===== src/rtl/sat_cnt_pkg.sv =====
package sat_cnt_pkg;

    localparam int DIGITS    = 3;
    localparam int BCD_W     = 4 * DIGITS;
    localparam int MAX_COUNT = (10 ** DIGITS) - 1;
    localparam int CNT_W     = $clog2(MAX_COUNT + 1);
    localparam int NUM_EDGE  = 3;

    typedef logic [CNT_W-1:0] count_t;
    typedef logic [BCD_W-1:0] bcd_t;

    // Strobe bit positions inside the edge detector vector
    localparam int EDGE_UP = 0;
    localparam int EDGE_DN = 1;
    localparam int EDGE_LD = 2;

    typedef struct packed {
        logic clr;
        logic ld;
        logic up;
        logic dn;
    } ctrl_t;

    typedef enum logic [2:0] {
        OP_HOLD,
        OP_CLEAR,
        OP_LOAD,
        OP_INC,
        OP_DEC
    } op_e;

    // Packed BCD to binary; any digit above nine saturates to the maximum
    function automatic count_t bcd_to_count(bcd_t b);
        int acc;
        logic bad;
        logic [3:0] nib;
        acc = 0;
        bad = 1'b0;
        for (int i = DIGITS - 1; i >= 0; i--) begin
            nib = b[4*i +: 4];
            if (nib > 4'd9) bad = 1'b1;
            acc = acc * 10 + int'(nib);
        end
        if (bad) return count_t'(MAX_COUNT);
        return count_t'(acc);
    endfunction

    // Binary to packed BCD by repeated constant division
    function automatic bcd_t count_to_bcd(count_t c);
        int v;
        bcd_t r;
        v = int'(c);
        r = '0;
        for (int i = 0; i < DIGITS; i++) begin
            r[4*i +: 4] = 4'(v % 10);
            v = v / 10;
        end
        return r;
    endfunction

endpackage


===== src/rtl/rise_detect.sv =====
module rise_detect #(
    parameter int W = 3
) (
    input  logic         clk,
    input  logic         rst,
    input  logic [W-1:0] level_i,
    output logic [W-1:0] rise_o
);
    logic [W-1:0] prev_q;

    for (genvar g = 0; g < W; g++) begin : g_bit
        always_ff @(posedge clk) begin
            if (rst) prev_q[g] <= 1'b0;
            else     prev_q[g] <= level_i[g];
        end
        assign rise_o[g] = level_i[g] & ~prev_q[g];
    end
endmodule


===== src/rtl/preset_decode.sv =====
module preset_decode
    import sat_cnt_pkg::*;
(
    input  bcd_t   preset_i,
    output count_t value_o
);
    always_comb value_o = bcd_to_count(preset_i);
endmodule


===== src/rtl/count_core.sv =====
module count_core
    import sat_cnt_pkg::*;
(
    input  logic   clk,
    input  logic   rst,
    input  ctrl_t  ev_i,
    input  count_t load_val_i,
    output count_t count_o
);
    localparam count_t TOP = count_t'(MAX_COUNT);

    count_t cnt_q;
    op_e    op;

    always_comb begin
        if (ev_i.clr)                                  op = OP_CLEAR;
        else if (ev_i.ld)                              op = OP_LOAD;
        else if (ev_i.up && !ev_i.dn && cnt_q != TOP)  op = OP_INC;
        else if (ev_i.dn && !ev_i.up && cnt_q != '0)   op = OP_DEC;
        else                                           op = OP_HOLD;
    end

    always_ff @(posedge clk) begin
        if (rst) begin
            cnt_q <= '0;
        end else begin
            case (op)
                OP_CLEAR: cnt_q <= '0;
                OP_LOAD:  cnt_q <= load_val_i;
                OP_INC:   cnt_q <= cnt_q + count_t'(1);
                OP_DEC:   cnt_q <= cnt_q - count_t'(1);
                default:  cnt_q <= cnt_q;
            endcase
        end
    end

    assign count_o = cnt_q;
endmodule


===== src/rtl/sat_bcd_counter.sv =====
module sat_bcd_counter
    import sat_cnt_pkg::*;
(
    input  logic               clk,
    input  logic               rst,
    input  logic               up_i,
    input  logic               dn_i,
    input  logic               ld_i,
    input  logic               clr_i,
    input  logic [BCD_W-1:0]   preset_bcd_i,
    output logic [CNT_W-1:0]   count_bin_o,
    output logic [BCD_W-1:0]   count_bcd_o,
    output logic               nonzero_o
);
    logic [NUM_EDGE-1:0] levels;
    logic [NUM_EDGE-1:0] rises;
    ctrl_t               ev;
    count_t              load_val;
    count_t              count;

    assign levels[EDGE_UP] = up_i;
    assign levels[EDGE_DN] = dn_i;
    assign levels[EDGE_LD] = ld_i;

    rise_detect #(.W(NUM_EDGE)) i_rise (
        .clk     (clk),
        .rst     (rst),
        .level_i (levels),
        .rise_o  (rises)
    );

    preset_decode i_dec (
        .preset_i (preset_bcd_i),
        .value_o  (load_val)
    );

    always_comb begin
        ev.clr = clr_i;
        ev.ld  = rises[EDGE_LD];
        ev.up  = rises[EDGE_UP];
        ev.dn  = rises[EDGE_DN];
    end

    count_core i_core (
        .clk        (clk),
        .rst        (rst),
        .ev_i       (ev),
        .load_val_i (load_val),
        .count_o    (count)
    );

    assign count_bin_o = count;
    assign count_bcd_o = count_to_bcd(count);
    assign nonzero_o   = |count;
endmodule


===== config.mk =====
export PLATFORM = sky130hd
export DESIGN_NAME = sat_bcd_counter
export DESIGN_NICKNAME = d
export VERILOG_FILES = /design/src/rtl/sat_cnt_pkg.sv /design/src/rtl/rise_detect.sv /design/src/rtl/preset_decode.sv /design/src/rtl/count_core.sv /design/src/rtl/sat_bcd_counter.sv
export SDC_FILE = /design/constraint.sdc
export NUM_CORES = 1
export LEC_CHECK = 0
export ABC_AREA = 1
export CAP_MARGIN = 25
export CORE_MARGIN = 4
export CORE_UTILIZATION = 64
export CTS_CLUSTER_SIZE = 25
export DETAILED_ROUTE_END_ITERATION = 16
export PLACE_DENSITY_LB_ADDON = 0.3
export SLEW_MARGIN = 20
export SYNTH_ARGS = -nofsm -noshare
export SYNTH_HDL_FRONTEND = slang
export SYNTH_SLANG_ARGS = --single-unit

===== constraint.sdc =====
create_clock -name clk -period 11.3 [get_ports clk]
set_input_delay 1.13 -clock clk [delete_from_list [all_inputs] [get_ports clk]]
set_output_delay 1.13 -clock clk [all_outputs]
set_load 0.05 [all_outputs]

Yosys cells after proc, flatten, opt, wreduce, memory -nomap -nowiden
Cells that the tools add are included.

$add $sub $neg: 4. Multipliers: 2. Divide/modulo/power cells: 5. Magnitude comparators: 3. Equal/unequal tests: 5. Multiplexer cells: 11. Bitwise operators: 6. Reduce and logical (&&, ||, !) cells: 9.

Operators by type and width (number): 32-bit by 5-bit remainder unit with 32-bit output (second input constant) (2); 10-bit one-hot mux with 4 select lines (1); 32-bit by 5-bit adder with 32-bit output (1); 11-bit by 5-bit divider with 32-bit output (second input constant) (1); 32-bit by 5-bit divider with 32-bit output (second input constant) (1); 11-bit by 5-bit remainder unit with 32-bit output (second input constant) (1); 32-bit by 4-bit multiplier with 9-bit output (second input constant) (1); 10-bit two-way mux (2); 4-bit > comparator (second input constant) (3); 3-bit two-way mux (4); 10-bit by 1-bit adder with 10-bit output (second input constant) (1); 10-bit by 5-bit adder with 10-bit output (1); 10-bit != test (second input constant) (1); 10-bit nonzero test (1); 10-bit OR reduction (1); 10-bit by 1-bit subtractor with 10-bit output (second input constant) (1); 4-bit by 3-bit multiplier with 7-bit output (second input constant) (1); 3-bit by 2-bit equality test with 1-bit output (second input constant) (2); 1-bit logical AND (4); 1-bit two-way mux (4); 4-bit nonzero test (1); 1-bit AND (3); 3-bit by 1-bit equality test with 1-bit output (second input constant) (1); 3-bit equality test (second input constant) (1); 2 further kinds (5).

Register bits: 13. Input bits: 18. Logic and storage cells: 49.

Logic depth before layout (Yosys ltp)
Word-level depth: 11. Gate-level depth with buffers: 53. Depth with buffers taken out: 53.

Hierarchy
From an unflattened synthesis, not the netlist that was laid out.

Cell total of the unflattened synthesis: 724. Area total of the unflattened synthesis: 4307.9 sq um.

Modules (own cells, without submodules): sat_bcd_counter (instances 1, cells each 385, area an instance 2222.1 sq um); count_core (instances 1, cells each 195, area an instance 1096.1 sq um); preset_decode (instances 1, cells each 132, area an instance 895.9 sq um); rise_detect (instances 1, cells each 12, area an instance 93.8 sq um).

Worst setup path after synthesis
No wires, ideal clock.

Path kind: register to output. Start: register i_core.cnt_q[7] (netlist: i_core.count_o[7]). End: output port count_bcd_o[10]. Data arrival time: 6.848 ns. Data required time: 10.170 ns. Slack: 3.322 ns. Cell stages (with the launch flop): 42. Cells stage by stage: dfxtp_1 > nor2_2 > inv_1 > ha_1 > o21ai_2 > nand3_2 > nand2_1 > nand3_2 > nand2_2 > nand3_4 > nand2_1 > nand2_1 > nor2_4 > nand3_4 > nand3_2 > nand3_2 > nor2_4 > nand3_4 > (+6 left out) > nand3_1 > nand2_2 > nand4_2 > o21bai_4 > nand2_1 > nand2_2 > nand2_4 > nand2_2 > buf_6 > nand2_1 > nand2_1 > ha_1 > nand3b_1 > nand4_2 > buf_4 > inv_2 > ha_1 > a21oi_1.

Cells in the longest elaborated chain, start to end: 3.

RTL lines: start, declared (RTL line count_core.sv:12) `count_t cnt_q;`; start signal, assigned (RTL line count_core.sv:29) `OP_LOAD: cnt_q <= load_val_i;`; start signal, assigned (RTL line count_core.sv:30) `OP_INC: cnt_q <= cnt_q + count_t'(1);`; start signal, assigned (RTL line count_core.sv:31) `OP_DEC: cnt_q <= cnt_q - count_t'(1);`; 11-bit by 5-bit divider with 32-bit output (RTL line sat_cnt_pkg.sv:56) `v = v / 10;`; 32-bit by 5-bit divider with 32-bit output (RTL line sat_cnt_pkg.sv:56); 32-bit by 5-bit remainder unit with 32-bit output (RTL line sat_cnt_pkg.sv:55) `r[4*i +: 4] = 4'(v % 10);`; end, declared (RTL line sat_bcd_counter.sv:12) `output logic [BCD_W-1:0] count_bcd_o,`.

No other way between the ends.

Final worst setup path
Start: register i_core.cnt_q[7] (netlist: i_core.count_o[7]). End: output port count_bcd_o[7].

Cells in the longest elaborated chain, start to end: 2.

RTL lines (RTL line): 11-bit by 5-bit divider with 32-bit output (sat_cnt_pkg.sv:56); 32-bit by 5-bit remainder unit with 32-bit output (sat_cnt_pkg.sv:55).

No other way between the ends.

==> metrics.cfg <==
[placed_design]
dp.cells=739
portBuffers=40
place_hpwl_microns=8000
placedInstanceArea_sq_um=4250
pre_cts_slack_ps=2700
gp_congestion=0.927

[die]
rows=27
die_h_microns=85.2
dieArea_sq_um=7250
boundaryPins=41
core_area_sq_um=5640
start_util_pct=67.6
die_x_microns=85.2

[synthesis]
synth.avg_cell_area_sq_um=6.01
synth_common_cells=nand2_1 (166), inv_1 (101), nand3_1 (53), nor2_1 (43), ha_1 (38)
synth_area_leader_cell=nand2_1
ys.flop_type=dfxtp_1
ys_warn_count=0
netlist-cell-type-count=43
synth_xor_area_share_pct=5.29
ys_async_sr_fraction_pct=0
synthMuxAreaShare_pct=0
ys_seq_elements=13
synthTopCellsByArea=nand2_1 (16%), ha_1 (12%), inv_1 (9.9%)
synth_area_sq_um=3810
synth.most_common_cell=nand2_1
synth_top_family_by_area=simple AND/OR/NAND/NOR gates
synthesis.nets=695
synth-seq-area-share_pct=6.83
yosys.area_share.simple_pct=48.9
synth_cells=634
yosysTopAreaCellShare_pct=16.3
synth_edf_count=0
synth_compound_area_share_pct=11.6
synthAdderAreaFrac_pct=15.1

[worst_setup_path]
cp-start-kind=flip-flop
crit_fanout=12
crit_type=flip-flop to output port
critPathSlowestCell=clkdlybuf4s50_1
cp.arrival_ps=7770
end_kind=output port
crit_top_cell=nand2_1
worstPathRequired_ps=10170
slowest_delay_ps=790

[cts]
clock_sinks=13
cts_tree=yes
cts_buffers=3
clk_pin_slew_ps=60
post_cts_resize_count=0
cts-hold-fix-buffers=0
cts_post_setup_buffers_inserted=0
h-tree-depth=1
clk_latency_ps=240
root_buffer=clkbuf_8
cts_buffer_depth=2

[timing]
drv_slew=0
timing.final.ws_setup_ps=2400
period_share_pct=78.7
tightestPinTransition_ps=802
period_minus_slack_ps=8900
setup_violations=0
relSlewSlack_pct=46.3
hold_viol_final=0
grt_setup_unrepaired=false
finalClockSkew_ps=2.94
timing.fmax_mhz=112
setup_tns_ps=0

[global_routing]
grt_max_degree=22
antenna_found_initial=0
overflow=0
grt_pass1_vias=3926
grt_pass1_wl_microns=16500
grt_use_total_pct=26.4

[power]
total_power_mw=1.34
p_int_uw=485
power_frac_comb_pct=92.7
vdd_drop_max_mv=0.474
p_per_area_nw_per_um2=313
p_leak_nw=2.36
switching_share_pct=63.9
netSwitchingPower_uw=858
clkPwrFrac_pct=3.2
seqPwrFrac_pct=4.0

[drt]
drc=0
wire_per_inst_microns=12.8
via_count=4119
drtIter0Drc=185
first_pass_iters=5
ant_nets=0
via_per_inst=5.54
wirelength_microns=9520

[cells_and_area]
stdcell_count=743
insertedDiodeCount=0
n_fill_cell=447
fin_area_sq_um=4290
nets=733
area_growth_pct=12.6
drive_gt1_share_pct=12.1

[hold_path]
hold_class=flip-flop to flip-flop

[flow_run]
drv_cap=0

[status]
status=finished clean

## state kept, by name (all words and copies together), names as in the netlist
register / flops
i_rise.prev_q: 3
i_core.count_o: 10
## kinds of logic after synthesis
kind of cell             after synthesis
XOR/XNOR                              23
adder cells (fa/ha/maj)               43
flip-flops                            13
AND/OR/NAND/NOR                      364
buffers and inverters                118
AO/OA/AOI/OAI                         73
## per-stage QoR
step | utilization [%] | hold WS (ps)
2_1_floorplan | - | 682
3_3_place_gp | 75.3 | 566
3_5_place_dp | 75.3 | 584
4_1_cts | 76.1 | 596
5_1_grt | 76.1 | 644
6_report | 76.1 | 603
## routing by layer
metal	vias to the layer above	part of all wire, %	track usage [%]
met5	-	0	0
li1	2150	-	-
met3	27	4.2	3.88
met1	1828	43	31.1
met2	114	50	48.8
met4	0	2.7	7.91
## path summary, 6_finish.rpt
check / cells after the start / to / slack, ps / from
hold / removal: 2 / i_core.count_o[0] / 600 / i_core.count_o[0]
hold reg to reg: 2 / i_core.count_o[0] / 600 / i_core.count_o[0]
setup / recovery: 43 / count_bcd_o[7] / 2400 / i_core.count_o[7]
setup reg to reg: 23 / i_core.count_o[9] / 7260 / i_core.count_o[9]
## power groups by stage
stage          Sequential, mW  Clock (mW)  Combinational, mW
2_1_floorplan          0.0623           0              0.972
3_3_place_gp           0.0551           0               1.20
3_5_place_dp           0.0552           0               1.24
4_1_cts                0.0542      0.0434               1.24
5_1_grt                0.0551      0.0464               1.37
6_report               0.0544      0.0431               1.25
## critical path, delay by kind of cell (launching register included)
| kind | cells | cell delay [ps] |
|---|---|---|
| compound gates | 2 | 520 |
| simple gates | 34 | 4880 |
| xor+xnor | 1 | 140 |
| flops | 1 | 370 |
| buf+inv | 3 | 940 |
| fa+ha+maj | 3 | 680 |
## layout by cell type, fill, tap and decap left out, drive strengths merged, types with 2 or more instances in the layout
| cell | instances |
|---|---|
| xnor2 | 11 |
| nand2 | 188 |
| o31ai | 2 |
| xor2 | 12 |
| or2 | 9 |
| o211ai | 4 |
| fa | 5 |
| a21oi | 20 |
| dfxtp | 13 |
| o21bai | 2 |
| nand3b | 4 |
| ha | 38 |
| nand3 | 68 |
| inv | 111 |
| clkdlybuf4s50 | 40 |
| nor3 | 6 |
| a22oi | 2 |
| clkbuf | 4 |
| o21ai | 31 |
| nor2 | 57 |
| nand4 | 31 |
| a31oi | 7 |
## cell type report
| type | instances | area (sq um) | area share [%] |
|---|---|---|---|
| Clock buffer | 4 | 45.0 | 1.05 |
| Inverter | 111 | 417 | 9.71 |
| Multi-Input combinational cell | 503 | 3080 | 71.8 |
| Sequential cell | 13 | 260 | 6.06 |
| Tap cell | 72 | 90.1 | 2.10 |
| Timing Repair Buffer | 40 | 400 | 9.33 |
Power figures use the tool's default switching activity.
